## config.mk

```make
export PLATFORM = sky130hd
export DESIGN_NAME = tt_scanner
export DESIGN_NICKNAME = d
export VERILOG_FILES = /design/src/rtl/tt_pkg.sv /design/src/rtl/tt_addr_gen.sv /design/src/rtl/tt_seq.sv /design/src/rtl/tt_result.sv /design/src/rtl/tt_scanner.sv
export SDC_FILE = /design/constraint.sdc
export NUM_CORES = 1
export LEC_CHECK = 0
export ABC_AREA = 1
export CAP_MARGIN = 20
export CORE_ASPECT_RATIO = 0.8
export CORE_MARGIN = 10
export CORE_UTILIZATION = 54
export CTS_BUF_LIST = sky130_fd_sc_hd__clkbuf_8
export DETAILED_ROUTE_END_ITERATION = 8
export PLACE_DENSITY = 0.9
export SLEW_MARGIN = 10
export SYNTH_ARGS = -nofsm -noshare
export SYNTH_HDL_FRONTEND = slang
export SYNTH_SLANG_ARGS = --single-unit
```

## constraint.sdc

```tcl
create_clock -name clk -period 3.7 [get_ports clk]
set_input_delay 0.74 -clock clk [delete_from_list [all_inputs] [get_ports clk]]
set_output_delay 0.74 -clock clk [all_outputs]
set_load 0.03 [all_outputs]
```

## src/rtl/tt_pkg.sv

```systemverilog
package tt_pkg;
  typedef enum logic [1:0] {
    ST_IDLE = 2'd0,
    ST_OPND = 2'd1,
    ST_TABL = 2'd2
  } tt_state_e;

  typedef enum logic [1:0] {
    CC_NONE  = 2'd0,
    CC_EARLY = 2'd1,
    CC_LAST  = 2'd2
  } tt_cc_e;
endpackage

```

## src/rtl/tt_addr_gen.sv

```systemverilog
module tt_addr_gen
  import tt_pkg::*;
#(
  parameter int AW = 32,
  parameter int LW = 8
) (
  input  tt_state_e         state,
  input  logic              rev,
  input  logic [AW-1:0]     op_base,
  input  logic [AW-1:0]     tab_base,
  input  logic [LW-1:0]     idx,
  input  logic [7:0]        obyte,
  output logic [AW-1:0]     op_addr,
  output logic [AW-1:0]     rd_addr
);
  localparam int IPAD = AW - LW;
  localparam int BPAD = AW - 8;

  // string element address: base plus or minus the index
  function automatic logic [AW-1:0] elem_addr(input logic [AW-1:0] base,
                                               input logic [LW-1:0] i,
                                               input logic          dn);
    logic [AW-1:0] ext;
    ext = {{IPAD{1'b0}}, i};
    return dn ? (base - ext) : (base + ext);
  endfunction

  // table entry address: base plus unsigned byte offset
  function automatic logic [AW-1:0] entry_addr(input logic [AW-1:0] base,
                                                input logic [7:0]    b);
    return base + {{BPAD{1'b0}}, b};
  endfunction

  always_comb begin
    op_addr = elem_addr(op_base, idx, rev);
    rd_addr = (state == ST_TABL) ? entry_addr(tab_base, obyte) : op_addr;
  end
endmodule

```

## src/rtl/tt_seq.sv

```systemverilog
module tt_seq
  import tt_pkg::*;
#(
  parameter int LW = 8
) (
  input  logic          clk,
  input  logic          rst_n,
  input  logic          start,
  input  logic [LW-1:0] len,
  input  logic          rd_ready,
  input  logic [7:0]    rd_data,
  output tt_state_e     state,
  output logic [LW-1:0] idx,
  output logic [7:0]    obyte,
  output logic          accept,
  output logic          at_last,
  output logic          hit_evt,
  output logic          end_evt,
  output logic          rd_valid
);
  logic [LW-1:0] len_q;
  logic          tab_hs;

  always_comb begin
    accept   = (state == ST_IDLE) && start;
    rd_valid = (state == ST_OPND) || (state == ST_TABL);
    at_last  = (idx == len_q);
    tab_hs   = (state == ST_TABL) && rd_ready;
    hit_evt  = tab_hs && (rd_data != 8'h00);
    end_evt  = tab_hs && ((rd_data != 8'h00) || at_last);
  end

  always_ff @(posedge clk or negedge rst_n) begin
    if (!rst_n) begin
      state <= ST_IDLE;
      idx   <= '0;
      len_q <= '0;
      obyte <= '0;
    end else begin
      case (state)
        ST_IDLE: begin
          if (start) begin
            len_q <= len;
            idx   <= '0;
            state <= ST_OPND;
          end
        end
        ST_OPND: begin
          if (rd_ready) begin
            obyte <= rd_data;
            state <= ST_TABL;
          end
        end
        ST_TABL: begin
          if (rd_ready) begin
            if (end_evt) begin
              state <= ST_IDLE;
            end else begin
              idx   <= idx + 1'b1;
              state <= ST_OPND;
            end
          end
        end
        default: state <= ST_IDLE;
      endcase
    end
  end
endmodule

```

## src/rtl/tt_result.sv

```systemverilog
module tt_result
  import tt_pkg::*;
#(
  parameter int AW = 32,
  parameter int FW = 32
) (
  input  logic          clk,
  input  logic          rst_n,
  input  logic          hit_evt,
  input  logic          end_evt,
  input  logic          at_last,
  input  logic [AW-1:0] op_addr,
  input  logic [7:0]    tbyte,
  input  logic [FW-9:0] func_hi,
  output logic          done,
  output logic [1:0]    cc,
  output logic [AW-1:0] res_addr,
  output logic [FW-1:0] func
);
  function automatic tt_cc_e cc_code(input logic hit, input logic last);
    if (!hit)     return CC_NONE;
    else if (last) return CC_LAST;
    else          return CC_EARLY;
  endfunction

  always_ff @(posedge clk or negedge rst_n) begin
    if (!rst_n) begin
      done     <= 1'b0;
      cc       <= 2'd0;
      res_addr <= '0;
      func     <= '0;
    end else begin
      done <= end_evt;
      if (end_evt) cc <= cc_code(hit_evt, at_last);
      if (hit_evt) begin
        res_addr <= op_addr;
        func     <= {func_hi, tbyte};
      end
    end
  end
endmodule

```

## src/rtl/tt_scanner.sv

```systemverilog
module tt_scanner
  import tt_pkg::*;
#(
  parameter int AW = 32,
  parameter int LW = 8,
  parameter int FW = 32
) (
  input  logic          clk,
  input  logic          rst_n,
  input  logic          start_i,
  input  logic [LW-1:0] len_i,
  input  logic          rev_i,
  input  logic [AW-1:0] op_base_i,
  input  logic [AW-1:0] tab_base_i,
  input  logic [FW-1:0] func_i,
  output logic          busy_o,
  output logic          rd_valid_o,
  output logic [AW-1:0] rd_addr_o,
  input  logic          rd_ready_i,
  input  logic [7:0]    rd_data_i,
  output logic          done_o,
  output logic [1:0]    cc_o,
  output logic [AW-1:0] res_addr_o,
  output logic [FW-1:0] func_o
);
  tt_state_e     state;
  logic [LW-1:0] idx;
  logic [7:0]    obyte;
  logic          accept, at_last, hit_evt, end_evt;
  logic [AW-1:0] op_addr;

  logic [AW-1:0] op_base_q, tab_base_q;
  logic          rev_q;
  logic [FW-9:0] func_hi_q;

  always_ff @(posedge clk or negedge rst_n) begin
    if (!rst_n) begin
      op_base_q  <= '0;
      tab_base_q <= '0;
      rev_q      <= 1'b0;
      func_hi_q  <= '0;
    end else if (accept) begin
      op_base_q  <= op_base_i;
      tab_base_q <= tab_base_i;
      rev_q      <= rev_i;
      func_hi_q  <= func_i[FW-1:8];
    end
  end

  tt_seq #(.LW(LW)) u_seq (
    .clk      (clk),
    .rst_n    (rst_n),
    .start    (start_i),
    .len      (len_i),
    .rd_ready (rd_ready_i),
    .rd_data  (rd_data_i),
    .state    (state),
    .idx      (idx),
    .obyte    (obyte),
    .accept   (accept),
    .at_last  (at_last),
    .hit_evt  (hit_evt),
    .end_evt  (end_evt),
    .rd_valid (rd_valid_o)
  );

  tt_addr_gen #(.AW(AW), .LW(LW)) u_addr (
    .state    (state),
    .rev      (rev_q),
    .op_base  (op_base_q),
    .tab_base (tab_base_q),
    .idx      (idx),
    .obyte    (obyte),
    .op_addr  (op_addr),
    .rd_addr  (rd_addr_o)
  );

  tt_result #(.AW(AW), .FW(FW)) u_res (
    .clk      (clk),
    .rst_n    (rst_n),
    .hit_evt  (hit_evt),
    .end_evt  (end_evt),
    .at_last  (at_last),
    .op_addr  (op_addr),
    .tbyte    (rd_data_i),
    .func_hi  (func_hi_q),
    .done     (done_o),
    .cc       (cc_o),
    .res_addr (res_addr_o),
    .func     (func_o)
  );

  assign busy_o = (state != ST_IDLE);
endmodule

```

==> run_results.csv <==
group,metric,value,unit
global_route,antenna_found_initial,2,
logic_synthesis,syn-instance-count,1521,
timing,final-max-slew-violation-count,0,
die,core_area,0.02064,mm^2
cts,ctsHoldBuffers,0,
layout,layout.nets,2002,
die,initial_utilization,0.5484,
timing,hold_viol,0,
timing,setup_ws,-0.4806,ns
global_route,grtUsageTotal,0.2811,
timing,rsz0062_at_grt,"true",
placed_design,place_congestion,0.9981,
hold_path,hold_path_class,"primary input to async pin",
layout,finalInstanceArea,0.01663,mm^2
logic_synthesis,syn_avg_cell_area,7.442,um^2
drt,num_vias,11920,
critical_path,end_kind,"output pin",
drt,vias_per_cell,5.626,
cts,cts.sinks,182,
placed_design,dp_hpwl,28570,um
cts,cts_buffer_depth,2,
drt,ant_nets,0,
cts,cts-root-buf,"clkbuf_8",
run,cap_violations,0,
die,ioPinCount,218,
cts,tritoncts,"done",
timing,fmax,239.2,MHz
logic_synthesis,yosysWarnings,0,
timing,hold_ws,0.09287,ns
layout,fin_cells,2119,
layout,area_growth,46.94,%
timing,fin_setup_tns,-10.10,ns
drt,drc_errors,0,
global_route,grt_overflow,0,
logic_synthesis,ys_types,43,
logic_synthesis,synth-seq-cells,182,
cts,cts_made_buffers,17,
cts,clkLatencyLatePin,0.52,ns
status,status,"complete, but fails checks",
critical_path,path_class,"flop to output pin",
drt,wl,42120,um
timing,finClkSkew,0.02801,ns
logic_synthesis,synth_nets,1688,
status,violations,"setup timing",
timing,worst_pin_slew,0.7852,ns
die,die_x,181.9,um
placed_design,port_buffers,209,
drt,first_iter_violations,1308,
critical_path,crit_fanout,4,
placed_design,placedCellCount,2049,
critical_path,worst-endpoint-arrival,3.44,ns
global_route,grt_max_degree,79,
global_route,grt_pass1_vias,11750,
timing,post-route-period-util,1.130,
critical_path,required,2.96,ns
layout,drive_above_1_share,0.2765,
drt,wl_per_cell,19.88,um
global_route,grt_pass1_wl,61570,um
timing,slew-limit-headroom,0.4765,
timing,finalSetupViolations,29,
placed_design,place_area,0.01455,mm^2
critical_path,startpoint_type,"flop",
die,dieHeight,149.5,um
logic_synthesis,ys_seq_area_frac,0.4023,
cts,path_clk_slew,0.13,ns
die,dieArea,0.02719,mm^2
timing,fin_crit,4.181,ns
drt,first_pass_iters,6,
logic_synthesis,synth.cell_area,0.01132,mm^2
die,rows,47,
cts,ctsHtreeMaxLevel,4,
==> worst paths after layout <==
check,start,end,slack (ns),depth (start not counted)
max,u_seq.idx[0],rd_addr_o[31],-0.48,21
min,rst_n,u_seq.idx[4],0.09,1
max reg2reg,u_seq.idx[0],u_res.res_addr[30],-0.28,31
min reg2reg,u_res.res_addr[30],u_res.res_addr[30],0.48,2
max in group asynchronous,rst_n,tab_base_q[5],2.64,2
min in group clk,u_res.res_addr[30],u_res.res_addr[30],0.48,2
==> cells by family after synthesis <==
| group | Yosys count | share of synthesized area |
|---|---|---|
| muxes | 70 | 0.06941 |
| adders and majority gates | 50 | 0.05659 |
| xor gates and xnor gates | 32 | 0.02476 |
| AOI/OAI and AO/OA | 143 | 0.06831 |
| DFF | 182 | 0.4023 |
| buffers and inverters | 251 | 0.08832 |
| and+or+nand+nor | 793 | 0.2903 |
==> cells in the mapped netlist, drive strengths merged <==
cell type	count	area share
nand2	536	0.18
inv	211	0.070
buf	27	0.014
and3	1	0.00055
mux2i	2	0.0018
a31oi	1	0.00055
and2	1	0.00055
a21oi	57	0.025
nor3b	1	0.0011
xor2	15	0.012
a21o	1	0.00066
clkbuf	13	0.0043
nand4	16	0.010
nand3b	11	0.0076
o22ai	2	0.0011
o21bai	5	0.0033
fa	2	0.0035
ha	48	0.053
o21ai	75	0.036
a21boi	1	0.00066
xnor2	17	0.013
nor3	16	0.0080
dfrtp	182	0.40
nor2	106	0.036
o31ai	1	0.00066
or2	3	0.0017
mux2	68	0.068
nand3	102	0.046
==> what timing repair did <==
item                                    CTS  global route
resized for setup                       113           203
buffers inserted                         20            19
pin swaps                                24            68
endpoints found under the setup margin   27            30
==> placed cells by master, fill, tap and decap left out, types with 7 or more instances in the layout <==
cell	n
inv_2	16
inv_1	192
nand4_1	15
ha_4	23
o21ai_4	9
dfrtp_1	180
buf_12	33
nor2_4	7
xor2_1	12
clkinv_8	7
clkbuf_8	17
nor2_1	81
o21ai_2	13
nor3_1	9
clkdlybuf4s50_1	177
nor2_2	18
buf_4	98
a21oi_2	13
nand2_4	20
o21ai_0	51
nand2_2	74
mux2_2	68
ha_1	21
buf_6	27
nand3_1	78
a21oi_1	41
nand3b_1	10
nand2_1	441
xnor2_1	12
nand3_2	19
==> area by class of cell <==
cell class / count / area (um^2)
diodes: 2 / 5.005
clock buffers: 17 / 234.0
clock inverters: 15 / 216.5
fillers: 1176 / 4008
inverters: 211 / 800.8
multi-input cells: 1088 / 7012
flip-flops and latches: 182 / 4557
well taps: 269 / 336.6
repair buffers: 335 / 3472
==> registers in the layout, indices dropped and copies added, names as in the netlist <==
| register | flops |
|---|---|
| func_hi_q | 24 |
| op_base_q | 32 |
| rev_q | 1 |
| tab_base_q | 32 |
| u_res.cc | 2 |
| u_res.done | 1 |
| u_res.func | 32 |
| u_res.res_addr | 32 |
| u_seq.idx | 8 |
| u_seq.len_q | 8 |
| u_seq.obyte | 8 |
| u_seq.state | 2 |
==> worst max-delay path: stages (launching register included) <==
cell and delay, ns:
dfrtp_1 0.44, buf_6 0.14, nor3_4 0.23, buf_6 0.14
a31oi_4 0.07, xor2_1 0.22, inv_1 0.11, ha_4 0.33
buf_6 0.12, nand2_8 0.06, nor2_4 0.11, nand2_1 0.08
nand2_2 0.11, nand2_2 0.07, nand2_2 0.10, buf_6 0.13
nand2_4 0.05, nand2_2 0.06, nand2_2 0.06, nand3_2 0.08
nand2_2 0.10, buf_12 0.14
==> layer usage <==
layer,global-route usage,share of wire,vias to the layer above,wire length [um]
met4,0.1027,0.041,0,1743
met5,0,0,-,0
met2,0.4694,0.49,649,20510
li1,-,-,5436,-
met3,0.08880,0.10,134,4335
met1,0.3353,0.37,5703,15530
==> per-stage QoR <==
step,worst slack [ns],util
3_5_place_dp,-0.07850,0.7049
6_report,-0.4806,0.8058
4_1_cts,-0.3282,0.7580
5_1_grt,-0.6455,0.8056
3_3_place_gp,0.01901,0.7049
2_1_floorplan,0.1345,-
Power is not shown: default switching activity piles up to over one toggle a cycle in this logic, so the estimate is an artifact.
